## src/rtl/itmr_pkg.sv

```systemverilog
package itmr_pkg;

    typedef enum logic [1:0] {
        ST_OFF  = 2'd0,
        ST_RUN  = 2'd1,
        ST_HOLD = 2'd2
    } itmr_state_e;

    typedef enum logic [1:0] {
        SRC_TICK = 2'd0,
        SRC_SEC  = 2'd1,
        SRC_MIN  = 2'd2,
        SRC_HOUR = 2'd3
    } itmr_src_e;

    typedef struct packed {
        logic      en;
        itmr_src_e src;
        logic      oneshot;
    } itmr_cfg_t;

    localparam int NUM_STAGES = 3;

endpackage

```

## src/rtl/itmr_cfg_sync.sv

```systemverilog
module itmr_cfg_sync
    import itmr_pkg::*;
#(
    parameter int CNT_W = 8
) (
    input  logic             clk,
    input  logic             rst_n,
    input  logic             tick_i,
    input  logic             en_i,
    input  logic [1:0]       src_i,
    input  logic             oneshot_i,
    input  logic [CNT_W-1:0] ival_i,
    output itmr_cfg_t        cfg_o,
    output logic [CNT_W-1:0] ival_o
);

    // Shadow copy refreshed only on the slow tick
    always_ff @(posedge clk or negedge rst_n) begin
        if (!rst_n) begin
            cfg_o  <= '{en: 1'b0, src: SRC_TICK, oneshot: 1'b0};
            ival_o <= '0;
        end else if (tick_i) begin
            cfg_o.en      <= en_i;
            cfg_o.src     <= itmr_src_e'(src_i);
            cfg_o.oneshot <= oneshot_i;
            ival_o        <= ival_i;
        end
    end

endmodule

```

## src/rtl/itmr_timebase.sv

```systemverilog
module itmr_timebase
    import itmr_pkg::*;
#(
    parameter int TICKS_PER_SEC = 128,
    parameter int SEC_PER_MIN   = 60,
    parameter int MIN_PER_HOUR  = 60
) (
    input  logic      clk,
    input  logic      rst_n,
    input  logic      tick_i,
    input  logic      run_i,
    input  itmr_src_e src_i,
    output logic      pulse_o
);

    localparam int LIM [NUM_STAGES] = '{TICKS_PER_SEC, SEC_PER_MIN, MIN_PER_HOUR};
    localparam int MAX_AB = (TICKS_PER_SEC > SEC_PER_MIN) ? TICKS_PER_SEC : SEC_PER_MIN;
    localparam int MAX_L  = (MAX_AB > MIN_PER_HOUR) ? MAX_AB : MIN_PER_HOUR;
    localparam int DW     = (MAX_L > 2) ? $clog2(MAX_L) : 1;

    logic [NUM_STAGES:0] carry;

    assign carry[0] = tick_i & run_i;

    for (genvar g = 0; g < NUM_STAGES; g++) begin : g_stage
        logic [DW-1:0] cnt;
        logic          wrap;

        assign wrap         = (cnt == DW'(LIM[g] - 1));
        assign carry[g + 1] = carry[g] & wrap;

        always_ff @(posedge clk or negedge rst_n) begin
            if (!rst_n) begin
                cnt <= '0;
            end else if (!run_i) begin
                cnt <= '0;
            end else if (carry[g]) begin
                cnt <= wrap ? '0 : cnt + 1'b1;
            end
        end
    end

    always_comb begin
        unique case (src_i)
            SRC_TICK: pulse_o = carry[0];
            SRC_SEC:  pulse_o = carry[1];
            SRC_MIN:  pulse_o = carry[2];
            SRC_HOUR: pulse_o = carry[3];
        endcase
    end

endmodule

```

## src/rtl/itmr_fsm.sv

```systemverilog
module itmr_fsm
    import itmr_pkg::*;
#(
    parameter int CNT_W = 8
) (
    input  logic             clk,
    input  logic             rst_n,
    input  logic             en_i,
    input  logic             oneshot_i,
    input  logic [CNT_W-1:0] ival_i,
    input  logic             pulse_i,
    output logic             evt_o,
    output itmr_state_e      state_o
);

    itmr_state_e      state_q, state_d;
    logic [CNT_W-1:0] cnt_q, cnt_d;

    // State and counter register
    always_ff @(posedge clk or negedge rst_n) begin
        if (!rst_n) begin
            state_q <= ST_OFF;
            cnt_q   <= '0;
        end else begin
            state_q <= state_d;
            cnt_q   <= cnt_d;
        end
    end

    // Next state and outputs
    always_comb begin
        state_d = state_q;
        cnt_d   = cnt_q;
        evt_o   = 1'b0;
        if (!en_i) begin
            state_d = ST_OFF;
            cnt_d   = '0;
        end else begin
            unique case (state_q)
                ST_OFF, ST_RUN: begin
                    state_d = ST_RUN;
                    if (pulse_i) begin
                        if (cnt_q == ival_i) begin
                            evt_o   = 1'b1;
                            cnt_d   = '0;
                            state_d = oneshot_i ? ST_HOLD : ST_RUN;
                        end else begin
                            cnt_d = cnt_q + 1'b1;
                        end
                    end
                end
                ST_HOLD: begin
                    cnt_d = '0;
                end
                default: begin
                    state_d = ST_OFF;
                    cnt_d   = '0;
                end
            endcase
        end
    end

    assign state_o = state_q;

endmodule

```

## src/rtl/itmr_flag.sv

```systemverilog
module itmr_flag (
    input  logic clk,
    input  logic rst_n,
    input  logic evt_i,
    input  logic clr_i,
    output logic flag_o,
    output logic irq_o
);

    always_ff @(posedge clk or negedge rst_n) begin
        if (!rst_n) begin
            flag_o <= 1'b0;
            irq_o  <= 1'b0;
        end else begin
            irq_o <= evt_i;
            if (evt_i) begin
                flag_o <= 1'b1;
            end else if (clr_i) begin
                flag_o <= 1'b0;
            end
        end
    end

endmodule

```

## src/rtl/interval_alarm.sv

```systemverilog
module interval_alarm
    import itmr_pkg::*;
#(
    parameter int CNT_W         = 8,
    parameter int TICKS_PER_SEC = 128,
    parameter int SEC_PER_MIN   = 60,
    parameter int MIN_PER_HOUR  = 60
) (
    input  logic             clk,
    input  logic             rst_n,
    input  logic             tick_i,
    input  logic             en_i,
    input  logic [1:0]       src_sel_i,
    input  logic             oneshot_i,
    input  logic [CNT_W-1:0] interval_i,
    input  logic             flag_clr_i,
    output logic             alarm_flag_o,
    output logic             irq_o
);

    itmr_cfg_t        act_cfg;
    logic [CNT_W-1:0] act_ival;
    logic             sel_pulse;
    logic             alarm_evt;
    itmr_state_e      fsm_state;

    itmr_cfg_sync #(.CNT_W(CNT_W)) u_cfg (
        .clk       (clk),
        .rst_n     (rst_n),
        .tick_i    (tick_i),
        .en_i      (en_i),
        .src_i     (src_sel_i),
        .oneshot_i (oneshot_i),
        .ival_i    (interval_i),
        .cfg_o     (act_cfg),
        .ival_o    (act_ival)
    );

    itmr_timebase #(
        .TICKS_PER_SEC (TICKS_PER_SEC),
        .SEC_PER_MIN   (SEC_PER_MIN),
        .MIN_PER_HOUR  (MIN_PER_HOUR)
    ) u_tb (
        .clk     (clk),
        .rst_n   (rst_n),
        .tick_i  (tick_i),
        .run_i   (act_cfg.en),
        .src_i   (act_cfg.src),
        .pulse_o (sel_pulse)
    );

    itmr_fsm #(.CNT_W(CNT_W)) u_fsm (
        .clk       (clk),
        .rst_n     (rst_n),
        .en_i      (act_cfg.en),
        .oneshot_i (act_cfg.oneshot),
        .ival_i    (act_ival),
        .pulse_i   (sel_pulse),
        .evt_o     (alarm_evt),
        .state_o   (fsm_state)
    );

    itmr_flag u_flag (
        .clk    (clk),
        .rst_n  (rst_n),
        .evt_i  (alarm_evt),
        .clr_i  (flag_clr_i),
        .flag_o (alarm_flag_o),
        .irq_o  (irq_o)
    );

endmodule

```

## config.mk

```make
export PLATFORM = sky130hd
export DESIGN_NAME = interval_alarm
export DESIGN_NICKNAME = d
export VERILOG_FILES = /design/src/rtl/itmr_pkg.sv /design/src/rtl/itmr_cfg_sync.sv /design/src/rtl/itmr_timebase.sv /design/src/rtl/itmr_fsm.sv /design/src/rtl/itmr_flag.sv /design/src/rtl/interval_alarm.sv
export SDC_FILE = /design/constraint.sdc
export NUM_CORES = 1
export LEC_CHECK = 0
export BUFFER_PORTS_ARGS = -buffer_cell sky130_fd_sc_hd__buf_2
export CAP_MARGIN = 10
export CORE_MARGIN = 3
export CORE_UTILIZATION = 40
export DETAILED_ROUTE_END_ITERATION = 6
export SYNTH_ARGS = -nofsm -noshare
export SYNTH_HDL_FRONTEND = slang
export SYNTH_SLANG_ARGS = --single-unit
```

## constraint.sdc

```tcl
create_clock -name clk -period 3.59 [get_ports clk]
set_input_delay 0.1795 -clock clk [delete_from_list [all_inputs] [get_ports clk]]
set_output_delay 0.1795 -clock clk [all_outputs]
set_load 0.02 [all_outputs]
```

; Word-level counts from Yosys, hierarchy flattened
; Index checks and enable logic that the tools add are counted.
[totals]
wordCells = 62
input_bits = 16
output_inout_bits = 2
register_bits = 45
[classes]
n_bitwise = 4
n_eq_ne = 14
n_reduce_logical = 4
n_addsub = 4
muxes = 25
[ops]
columns = operator, count
row1 = $mux 7, 9
row2 = $mux 8, 4
row3 = $add 7x1->7 const B, 3
row4 = $eq 7x6->1 const B, 2
row5 = $add 8x1->8 const B, 1
row6 = $eq 8x8->1, 1
row7 = $mux 2, 4
row8 = $eq 7x7->1 const B, 1
row9 = $eq 2x2->1 const B, 3
row10 = $mux 1, 6
row11 = $ne 2x1->1 const B, 3
row12 = $and 1x1->1, 4
row13 = $eq 2x1->1 const B, 2
row14 = $logic_not 2->1, 2
row15 = $pmux 1 s4, 1
row16 = $pmux 2 s2, 1
row17 = $ne 3x3->1 const B, 1
row18 = $ne 2x2->1 const B, 1
row19 = $reduce_bool 2->1, 1
row20 = $reduce_or 2->1, 1

; Longest topological paths before layout
[logic_depth]
word_depth = 9
ltp_mapped = 7
ltp_nobuf = 6

; By module
; A second synthesis with hierarchy kept.
[hier_totals]
cells_unflattened = 223
area_unflattened_um2 = 2453.6
[by_module_without_submodules]
columns = mod, instances, cells_each, seq_area_each_um2, area_each_um2
row1 = itmr_timebase, 1, 134, 525.5, 1265.0
row2 = itmr_fsm, 1, 60, 250.2, 643.1
row3 = itmr_cfg_sync, 1, 25, 300.3, 484.2
row4 = itmr_flag, 1, 4, 50.0, 61.3

; Worst setup path after synthesis
; No wires, ideal clock.
[synth_timing]
kind = flip-flop to flip-flop
startpoint = register u_tb.g_stage[0].cnt[0]
endpoint = register u_fsm.cnt_q[3]
n_path_buf = 1
synth_period_minus_slack_ns = 1.778
arrival_time_ns = 1.657
t_required_ns = 3.468
setup_ns = 0.122
slack_ns = 1.812
stages_incl_launch_ff = 8
cell_sequence = dfrtp_1 -> ha_1 -> nand2_1 -> o41ai_2 -> and4b_1 -> buf_6 -> o21ai_1 -> a32o_1
[synth_via]
elab_chain_len = 6
[synth_rtl]
columns = item, line
row1 = "start, declared", itmr_timebase.sv:26  ; logic [DW-1:0] cnt;
row2 = "start signal, assigned", itmr_timebase.sv:38  ; cnt <= wrap ? '0 : cnt + 1'b1;
row3 = $eq 7x7->1 *, itmr_timebase.sv:29  ; assign wrap = (cnt == DW'(LIM[g] - 1));
row4 = $and 1x1->1 *, itmr_timebase.sv:30  ; assign carry[g + 1] = carry[g] & wrap;
row5 = $and 1x1->1 (2 in series), itmr_timebase.sv:30
row6 = $pmux 1 s4 *, itmr_timebase.sv:44  ; unique case (src_i)
row7 = $ne 3x3->1 (no line) *, -
row8 = "end signal, assigned", itmr_fsm.sv:26  ; cnt_q <= cnt_d;
row9 = "end, declared", itmr_fsm.sv:17  ; logic [CNT_W-1:0] cnt_q, cnt_d;
; Mark *: on every way between the ends. The rest lies on a longest branch, timed or not.
; A chain may end at the register's enable or synchronous reset.

; Final worst setup path
[layout_timing]
startpoint = register u_tb.g_stage[0].cnt[0]
endpoint = register u_fsm.cnt_q[6]
; The elaborated chain is that of the path after synthesis.

==> results by group <==
Clock tree
  – Clock Tree Buf Depth: 2
  – CTS root buffer: clkbuf_8
  – Cts hold-fix bufs: 0
  – Clk sinks: 45
  – H-tree levels: 2
  – Worst-path clk slew: 0.09 ns
  – Num CTS Buffers: 5
  – Setup bufs post-CTS: 0
  – Post-CTS sizing: 0
  – TritonCTS clock tree: built
  – Clk_lat worst skew: 0.30 ns

Global route
  – First-pass GRT wire length: 7860 um
  – GRT overflow: 0
  – Gr usage total: 15.2%
  – Vias in the first global route: 1602
  – Largest net degree at the start of global routing: 46
  – Initial antenna violation count: 0

Floorplan
  – Initial Util: 41.9%
  – Die Wd: about 83 um
  – Site Rows: 27
  – Die area: 6840 um2
  – Io pins: 18
  – Core area: approximately 5600 um2
  – Die height: 82.7 um

Drt
  – WL met3: 131 um
  – Antenna violation net count after detailed routing: 0
  – Iteration-0 DRC Markers: 85
  – Post-route DRC: 0
  – Routed len/inst: ~14 um
  – Vias/cell: 5.33
  – Met2 Wirelength: 1980 um
  – Router iterations before antenna repair: 4
  – M1 WL: roughly 2300 um
  – DR top layer: met4
  – DRT Wirelength: 4480 um
  – Vias: approximately 1700

STA
  – RSZ-0062 raised after global routing: no
  – Part of the cycle the worst path needs: 59.1%
  – Setup TNS: 0 ns
  – Setup WS post-layout: ~1.5 ns
  – Final clock skew: 0.0108 ns
  – Fmax: 471 MHz
  – Slew @ Worst Pin: 1.01 ns
  – Minimum period implied by the final worst setup slack: 2.12 ns
  – Final hold slack: 0.0461 ns
  – Setup violations, final: 0
  – Rel. slew slack: between 30% and 40%
  – Max-slew violations: 0
  – Final hold violation count: 0

Setup path
  – Launch point of the worst path: u_tb.g_stage[0].cnt[0]
  – Critical path arrival: 2.36 ns
  – Worst setup path class: reg -> reg
  – Worst reg2reg startpoint: u_tb.g_stage[0].cnt[0]
  – Setup crit start kind: flop
  – R2r setup slk: 1.47 ns
  – Worst-path fanout max: 12
  – Worst setup EP type: flop
  – Worst EP required: 3.83 ns

Layout
  – Multi-input logic area: ~1200 um2
  – Total Nets Final: 259
  – Fill cells: 555
  – Area Growth Syn to Fin: 10.7%
  – Storage cell area: 1130 um2
  – Utilization after layout: 46.5%
  – Antenna fix cells: 0
  – Layout cell share with drive strength beyond 1: 17.1%

Synth
  – Warnings from Yosys: 0
  – Seq cells post-synth: 45
  – Proportion of synthesized flip-flops having asynchronous set or reset: 100%
  – Sequential element share of the synthesized area: 47.9%
  – Synthesized area per cell: 10.5 um2
  – Post-synth net total: 243
  – Primary FF master, synth: dfrtp_1
  – Yosys cell types: 45
  – Post-synth EDFFs: 0
  – Mapped cell area: 2350 um2
  – Post-Synthesis Cells: 223
  – Cell taking the most area after synthesis: dfrtp_1
  – Largest cells by area after synthesis: dfrtp_1 48%, mux2_2 5.7%, xor2_1 3.4%
  – Top-area cell type share of the netlist area: 47.9%

Placed design
  – RePlAce Congestion: 0.783
  – # port buffers: 17
  – Pre-CTS WS: 1.47 ns
  – DP HPWL: about 3000 um

Job
  – Max Cap Viol: 0

Power and ir drop
  – Pwr Density: about 390 nW/um2
  – Max VDD drop: 0.140 mV
  – Leakage: 1.15 nW

Run status
  – Status: completed

Hold path
  – Min-delay worst type: in -> async
## Yosys cell counts (2+ instances only)
library cell and n:
o211ai_1 2, and2_1 7, o21ai_0 8, nor2_1 11, nand4bb_1 2, o21ai_1 6
o21a_1 6, a32o_1 6, xnor2_1 4, a31oi_1 2, dfrtp_1 45, nand3b_1 2
a21boi_0 7, nand2_1 16, nor2b_1 7, clkbuf_1 5, xor2_1 9, a21oi_1 4
or3_1 2, inv_1 3, mux2i_1 3, nor3_1 4, mux2_2 12, ha_1 4
nand3_1 9, nor4_1 3, nor3b_1 6, nand4_1 5, nand2b_1 2, and3_1 6
## per-stage QoR
| step | instances | total power, mW | cell area (um2) |
|---|---|---|---|
| 3_3_place_gp | 304 | 0.626 | 2490 |
| 3_5_place_dp | 304 | 0.628 | 2490 |
| 6_report | 312 | 1.02 | 2610 |
| 5_1_grt | 312 | 1.06 | 2610 |
| 4_1_cts | 312 | 1.03 | 2610 |
| 2_1_floorplan | 223 | 0.598 | 2350 |
## final cells by class
cell class	count	share of cell area, %
clock buffers	7	3.31
clock inverters	1	1.15
inverters	3	0.432
repair buffers	18	3.55
well taps	72	3.46
flip-flops and latches	45	43.2
multi-input cells	166	44.9
## final timing paths
kind / end / cells past startpoint
max in group asynchronous: u_tb.g_stage[1].cnt[4] / 1
min reg2reg: u_fsm.state_o[0] / 1
min in group clk: u_flag.flag_o / 2
min: u_flag.irq_o / 1
max reg2reg: u_fsm.cnt_q[6] / 6
max: u_fsm.cnt_q[6] / 6
## registers in the layout (all words and copies together) (netlist names)
name / cells
u_tb.g_stage.cnt: 21
u_cfg.ival_o: 8
u_fsm.cnt_q: 8
u_cfg.cfg_o: 4
u_fsm.state_o: 2
u_flag.flag_o: 1
u_flag.irq_o: 1
## cell families (layout without fill, tap and decap cells)
group                      Yosys count  in the layout  share of synthesized area (%)
muxes                               15             15                           7.02
and+or+nand+nor                     88             88                           21.8
buffers and inverters               12             29                           2.45
xor gates and xnor gates            13             13                           4.84
AOI/OAI and AO/OA                   46             46                           13.9
DFF                                 45             45                           47.9
adders and majority gates            4              4                           2.13
## where the power goes
part / switching (mW) / total (mW) / internal [mW]
clock network: 0.173 / 0.401 / 0.227
logic: 0.0369 / 0.0715 / 0.0346
registers: 0.0206 / 0.545 / 0.524
## worst max-delay path, cell delays in order, from the launching register on
cell	delay (ns)
dfrtp_1	0.42
ha_1	0.21
nand2_1	0.15
o41ai_2	0.32
and4b_1	0.51
and2b_1	0.31
a32o_1	0.16
## layer usage
metal / global-route usage, % / vias up
met3: 4.23 / 5
met1: 22.2 / 801
met4: 3.92 / 0
met5: 0 / -
met2: 22.0 / 17
li1: - / 840
## layout by cell type, fill, tap and decap left out, types with 2 or more instances in the layout
master | synthesis | layout
o21ai_1 | 6 | 6
a32o_1 | 6 | 6
nand3_1 | 9 | 9
and2_1 | 7 | 7
or3_1 | 2 | 2
nor3b_1 | 6 | 6
nand4bb_1 | 2 | 2
clkbuf_8 | 0 | 6
nand2b_1 | 2 | 2
xor2_1 | 9 | 9
a21oi_1 | 4 | 4
inv_1 | 3 | 3
nand4_1 | 5 | 5
nor2b_1 | 7 | 7
xnor2_1 | 4 | 4
nand2_1 | 16 | 16
and3_1 | 6 | 6
nor4_1 | 3 | 3
nor2_1 | 11 | 11
buf_2 | 1 | 17
o21a_1 | 6 | 6
mux2i_1 | 3 | 3
a31oi_1 | 2 | 2
o211ai_1 | 2 | 2
nor3_1 | 4 | 4
nand3b_1 | 2 | 2
mux2_2 | 12 | 12
dfrtp_1 | 45 | 45
o21ai_0 | 8 | 8
ha_1 | 4 | 4
a21boi_0 | 7 | 7
Power figures use the tool's default switching activity.
